**config.mk**
```make
export PLATFORM = sky130hd
export DESIGN_NAME = pause_rx_classifier
export DESIGN_NICKNAME = d
export VERILOG_FILES = /design/src/rtl/pause_rx_classifier.sv
export SDC_FILE = /design/constraint.sdc
export NUM_CORES = 1
export LEC_CHECK = 0
export ABC_AREA = 1
export BUFFER_PORTS_ARGS = -buffer_cell sky130_fd_sc_hd__buf_4
export CAP_MARGIN = 20
export CORE_ASPECT_RATIO = 1.2
export CORE_UTILIZATION = 45
export DETAILED_ROUTE_END_ITERATION = 16
export PLACE_DENSITY_LB_ADDON = 0.05
export SYNTH_ARGS = -nofsm -noshare
export SYNTH_HDL_FRONTEND = slang
export SYNTH_SLANG_ARGS = --single-unit
```
**constraint.sdc**
```tcl
create_clock -name clk -period 2.95 [get_ports clk]
set_input_delay 0.1475 -clock clk [delete_from_list [all_inputs] [get_ports clk]]
set_output_delay 0.1475 -clock clk [all_outputs]
set_load 0.1 [all_outputs]
```
**src/rtl/pause_rx_classifier.sv**
```systemverilog
module pause_rx_classifier (
  input  logic        clk,
  input  logic        rst_n,
  input  logic        rx_valid,
  input  logic [7:0]  rx_data,
  input  logic        rx_sof,
  input  logic        rx_eof,
  input  logic        rx_crc_ok,
  input  logic        addr_match,
  input  logic        cfg_rx_fc_en,
  input  logic        cfg_pass_all,
  input  logic        quanta_tick,
  output logic        dec_valid,
  output logic        dec_forward,
  output logic        dec_ctrl,
  output logic        dec_pause,
  output logic        pause_req,
  output logic [15:0] pause_time,
  output logic        tx_hold
);
  localparam logic [47:0] RSV_DA   = 48'h0180C2000001;
  localparam logic [15:0] CTL_TYPE = 16'h8808;
  localparam logic [15:0] OP_PAUSE = 16'h0001;
  localparam int          IW       = 5;

  logic [IW-1:0] cnt, idx;
  logic          da_run, typ_run, op_run;
  logic          da_run_n, typ_run_n, op_run_n;
  logic [15:0]   ptime, ptime_n;
  logic [15:0]   quanta;
  logic [7:0]    da_byte;
  logic          da_ok, ctl_n, op_ok, long_enough, pause_n, accept, load;

  assign idx = rx_sof ? '0 : cnt;

  always_comb begin
    case (idx)
      5'd0:    da_byte = RSV_DA[47:40];
      5'd1:    da_byte = RSV_DA[39:32];
      5'd2:    da_byte = RSV_DA[31:24];
      5'd3:    da_byte = RSV_DA[23:16];
      5'd4:    da_byte = RSV_DA[15:8];
      default: da_byte = RSV_DA[7:0];
    endcase
  end

  always_comb begin
    da_run_n  = da_run;
    typ_run_n = (idx == 0) ? 1'b0 : typ_run;
    op_run_n  = (idx == 0) ? 1'b0 : op_run;
    ptime_n   = ptime;
    if (idx < 6)
      da_run_n = ((idx == 0) || da_run) && (rx_data == da_byte);
    case (idx)
      5'd12: typ_run_n = (rx_data == CTL_TYPE[15:8]);
      5'd13: typ_run_n = typ_run && (rx_data == CTL_TYPE[7:0]);
      5'd14: op_run_n  = (rx_data == OP_PAUSE[15:8]);
      5'd15: op_run_n  = op_run && (rx_data == OP_PAUSE[7:0]);
      5'd16: ptime_n   = {rx_data, ptime[7:0]};
      5'd17: ptime_n   = {ptime[15:8], rx_data};
      default: ;
    endcase
  end

  assign da_ok       = da_run_n && (idx >= 5);
  assign ctl_n       = typ_run_n && (idx >= 13);
  assign op_ok       = op_run_n && (idx >= 15);
  assign long_enough = (idx >= 17);
  assign pause_n     = ctl_n && da_ok && op_ok && long_enough;
  assign accept      = da_ok || addr_match;
  assign load        = rx_valid && rx_eof && pause_n && rx_crc_ok && cfg_rx_fc_en;

  always_ff @(posedge clk) begin
    if (!rst_n) begin
      cnt     <= '0;
      da_run  <= 1'b0;
      typ_run <= 1'b0;
      op_run  <= 1'b0;
      ptime   <= '0;
    end else if (rx_valid) begin
      cnt     <= (idx == '1) ? idx : idx + 1'b1;
      da_run  <= da_run_n;
      typ_run <= typ_run_n;
      op_run  <= op_run_n;
      ptime   <= ptime_n;
    end
  end

  always_ff @(posedge clk) begin
    if (!rst_n) begin
      dec_valid   <= 1'b0;
      dec_forward <= 1'b0;
      dec_ctrl    <= 1'b0;
      dec_pause   <= 1'b0;
      pause_req   <= 1'b0;
      pause_time  <= '0;
    end else begin
      dec_valid <= rx_valid && rx_eof;
      pause_req <= load;
      if (rx_valid && rx_eof) begin
        dec_forward <= accept && (!ctl_n || cfg_pass_all);
        dec_ctrl    <= ctl_n;
        dec_pause   <= pause_n;
      end
      if (load) pause_time <= ptime_n;
    end
  end

  always_ff @(posedge clk) begin
    if (!rst_n)                         quanta <= '0;
    else if (load)                      quanta <= ptime_n;
    else if (quanta_tick && quanta != 0) quanta <= quanta - 1'b1;
  end

  assign tx_hold = (quanta != 0);
endmodule


```
# Word level (Yosys, flattened, before mapping)
# Index checks and enable logic that the tools add are counted.
# W data, S select, Z words.
# totals
ff_bits	61
input_bits	18
output_inout_bits	22
wordCells	69
# classes
addsub	2
order_cmp	5
n_eq_ne	15
n_mux	11
n_reduce_logical	24
# op_table
cell	n
$mux W16	2
$pmux W16 S2	1
$pmux W8 S3	1
$eq A5 B4 Y1 const B	4
$reduce_bool A16 Y1	1
$sub A16 B1 Y16 const B	1
$eq A5 B5 Y1 const B	3
$logic_and A1 B1 Y1	15
$eq A5 B2 Y1 const B	2
$ge A5 B4 Y1 const B	2
$mux W5	2
$eq A8 B1 Y1 const B	1
$eq A8 B4 Y1 const B	1
$eq A8 B8 Y1	1
$eq A8 B8 Y1 const B	1
$logic_not A8 Y1	1
$add A5 B1 Y5 const B	1
$eq A5 B1 Y1 const B	1
$eq A5 B3 Y1 const B	1
$ge A5 B3 Y1 const B	1
$ge A5 B5 Y1 const B	1
$logic_not A5 Y1	1
$lt A5 B3 Y1 const B	1
$pmux W1 S2	2
5 further kinds	9

# Longest topological paths before layout
# depth
ltp_word	15
ltp_mapped	19
ltp_nobuf	17

# Least setup slack after synthesis
# Ideal clock, no wire load.
# synth_timing
path_kind	reg-to-reg
from	reg quanta[0]
to	reg quanta[10]
setup_time_ps	116
t_arrival_ps	3197
t_required_ps	2834
slack_ps	-363
path_stages_with_launch	15
n_path_buf	1
synth_period_minus_slack_ps	3313
path_cell_list	dfxtp_1 > inv_1 > ha_1 > nand3_1 > nor2_1 > nand3_1 > nor2_1 > nand2_1 > nor2_2 > nand4_1 > nand2_2 > nand2_2 > buf_6 > o21ai_1 > nor2_2
# synth_between
elab_chain_len	3
word_cells_on_any_way	6
classes_between	add/sub: 1; mux: 2; reduce/logical: 3
# synth_lines
item	line_no	rtl
start, declared	30	logic [15:0] quanta;
start signal, assigned	111	else if (load) quanta <= ptime_n;
start signal, assigned	112	else if (quanta_tick && quanta != 0) quanta <= quanta - 1'b1;
$reduce_bool A16 Y1	-	
named net tx_hold	19	output logic tx_hold
$logic_and A1 B1 Y1	112	
$reduce_bool A2 Y1 (no source line)	-	
# The timed path passes the listed nets, and every way through them passes these cells. The select of a mux whose other input is x is not followed.
# A chain may end at the register's enable or synchronous reset.

# Final worst setup path
# layout_timing
from	reg cnt[4]
to	reg quanta[8]
# layout_between
elab_chain_len	15
word_cells_on_any_way	39
classes_between	order compare: 5; eq/ne: 11; mux: 9; reduce/logical: 14
# layout_lines
item	line_no	rtl
start, declared	26	logic [IW-1:0] cnt, idx;
start signal, assigned	81	cnt <= (idx == '1) ? idx : idx + 1'b1;
$mux W5 (*)	34	assign idx = rx_sof ? '0 : cnt;
$eq A5 B3 Y1 or $eq A5 B2 Y1 (tied branches)	37	case (idx)
$reduce_or A2 Y1 (no source line)	-	
$pmux W8 S3	37	
$eq A8 B8 Y1	53	da_run_n = ((idx == 0) || da_run) && (rx_data == da_byte);
$logic_and A1 B1 Y1	53	
$mux W1	52	if (idx < 6)
$logic_and A1 B1 Y1	65	assign da_ok = da_run_n && (idx >= 5);
$logic_and A1 B1 Y1 (3 in a row)	69	assign pause_n = ctl_n && da_ok && op_ok && long_enough;
$logic_and A1 B1 Y1 (3 in a row)	71	assign load = rx_valid && rx_eof && pause_n && rx_crc_ok && cfg_rx_fc_en;
$mux W16 or $reduce_bool A2 Y1 (tied branches)	-	
# Every way passes the cells marked *; elsewhere a longest branch is shown, timed or not.

==> results.ini <==
[status]
status=finished clean

[cts]
cts_buffers=9
cts_tree=done
cts_setup_buffers=0
numClockSinks=61
htreeDepth=3
cts_root_buf=clkbuf_8
cts_buffer_depth=2
hold_buffers=0
clk_pin_slew_ns=0.07
ctsResizeCount=0
insertion_delay_ns=0.34

[cells_and_area]
nNetsFinal=575
final_layout_size_suffix_gt1_share_pct=18.54
antenna_cells=0
final_area_um2=3968
syn2layout_area_growth_pct=16.32
instances_no_fill=651

[synth]
ys_ff_latch=61
netlist_instances=522
syn_nets=541
seq_area_frac_synth_pct=35.80
ys_warn_count=0
synth_cell_types=33
syn_area_um2=3411
synth_ff_type=dfxtp_1
syn_avg_cell_area_um2=6.534
synth_edf_count=0
ys_async_sr_fraction_pct=0

[detailed_routing]
ant_nets=0
num_vias=3239
drc_errors=0
dr.pass1.iters=5
drt-wirelength-per-cell_um=13.01
via_per_inst=4.975
drt-total-wl_mm=8.469
drtIter0Drc=142

[setup_path]
crit_arrival_ns=2.57
crit_type=flip-flop to flip-flop
crit_required_ns=3.14
r2r_start=cnt[4]
start_kind=flip-flop
endpoint_kind=flip-flop
crit_start=cnt[4]
crit_fanout=25

[sta]
slew_viol_final=0
slew_headroom_pct=32.60
finClkSkew_ns=0.01024
hold_viol_final=0
worst_pin_slew_ns=1.010
rsz0062_at_grt=no
min_period_ns=2.382
whs_ns=0.02553
min_period_over_period_pct=80.76
timing.fmax_mhz=419.8
setup_ws_ns=0.5677
finalSetupViolCount=0

[placed_design]
dpl.cell_count=635
io_buffers=39
gp_congestion=0.8998
placed_area_um2=3775
pre_cts_ws_ns=0.5158
post-dp-hpwl_mm=6.120

[grt]
antenna_found_initial=0
grtUsageTotal_pct=23.42
grt_max_degree=55
grt_pass1_vias=3113
grt_pass1_wl_mm=14.25
overflow=0

[floorplanning]
die_h_um=97.37
dieArea_um2=7933
coreArea_um2=7274
num_rows=34
initial_core_util_pct=46.89
num_io_pins=40
die_w_um=81.48

[pwr]
ir_worst_vdd_mv=0.6070
p_leak_uw=0.001855
powerDensity_nw_per_um2=730.6
power_uw=2899

[worst_hold_path]
holdCritStartpoint=rx_eof
hp-class=input pin to flip-flop

[job]
cap_violations=0

[path summary, 6_finish.rpt]
kind,to,slack (ns),cells past startpoint
setup / recovery,quanta[8],0.57,15
hold / removal,dec_ctrl,0.03,2
setup reg to reg,quanta[8],0.57,15
hold reg to reg,pause_time[14],0.47,2
[layer usage]
metal	wire length, µm	track usage, %
met1	3875	28.25
met2	4125	38.65
met3	254	5.258
met4	214	10.44
met5	0	0
[cell usage in the layout, fill, tap and decap left out]
cell / Yosys / layout
nand2_1: 110 / 110
nor2_1: 73 / 71
inv_1: 72 / 70
dfxtp_1: 61 / 61
a21oi_1: 49 / 49
o21ai_0: 42 / 42
buf_4: 0 / 42
nand3_1: 25 / 23
nand2_2: 14 / 13
clkbuf_8: 0 / 10
inv_2: 5 / 7
nor3_1: 6 / 6
nor2_4: 4 / 5
nor2_2: 4 / 5
nand4_1: 5 / 5
xor2_1: 5 / 5
nand3_2: 3 / 4
o21ai_1: 4 / 4
nand2_4: 2 / 3
or2_2: 3 / 3
a31oi_1: 3 / 3
nand3b_1: 2 / 2
nor3_2: 2 / 2
nand4_4: 2 / 2
clkinv_2: 0 / 2
clkbuf_1: 12 / 2
nand3_4: 0 / 1
o211ai_1: 1 / 1
nor2_8: 1 / 1
a21oi_2: 1 / 1
xnor2_1: 1 / 1
a211oi_1: 1 / 1
a311oi_1: 1 / 1
ha_4: 0 / 1
clkinvlp_4: 0 / 1
bufinv_16: 0 / 1
[layout make-up]
cell class              count  area (µm²)
fillers                   764        3307
multi-input cells         365        1837
flip-flops and latches     61        1221
repair buffers             42       315.3
inverters                  77       289.0
clock buffers              12       145.1
well taps                  90       112.6
clock inverters             4       47.55
[cells in the mapped netlist (all sizes together), types with 2 or more instances]
library cell,n,area (µm²)
xor2,5,43.79
or2,3,18.77
clkbuf,12,45.04
nor2,82,364.1
nand2,126,523.0
o21ai,46,230.2
a21oi,50,254.0
nand3b,2,15.01
nand3,28,155.2
a31oi,3,18.77
buf,7,63.80
nand4,7,73.82
inv,77,289.0
dfxtp,61,1221
nor3,8,50.05
[registers in the layout (all words and copies together), names as in the netlist, 5 cells and up]
| name | count |
|---|---|
| ptime | 16 |
| quanta | 16 |
| pause_time | 16 |
| cnt | 5 |
[critical path, cell delays in order, from the launching register on]
cell	delay, ns
dfxtp_1	0.37
nand2_1	0.21
nand2_2	0.12
nor2_4	0.13
nand2_2	0.08
nand2_1	0.06
nand3_1	0.06
nor2_1	0.11
nand2_1	0.09
a21oi_2	0.20
nand4_4	0.22
buf_4	0.30
nand2_1	0.08
nand2_1	0.05
nor2_1	0.09
nor2_1	0.04
[report_power, final]
part | switching, µW | internal [µW]
sequential | 74.4 | 924
combinational | 734 | 407
clock | 347 | 411
total | 1160 | 1740
[stage by stage]
step	TNS (ns)	util, %
floorplan	-3.047	-
global placement	0	51.89
detailed placement	0	51.89
CTS	0	54.54
global route	0	54.54
finish	0	54.54
[kinds of logic after synthesis]
family / count (synthesis) / share of synthesized area [%]
adders and majority gates: 1 / 0.3668
buffers and inverters: 96 / 11.67
xor gates and xnor gates: 6 / 1.541
DFF: 61 / 35.80
AOI/OAI and AO/OA: 102 / 15.44
and+or+nand+nor: 256 / 35.18
Power figures use the tool's default switching activity.
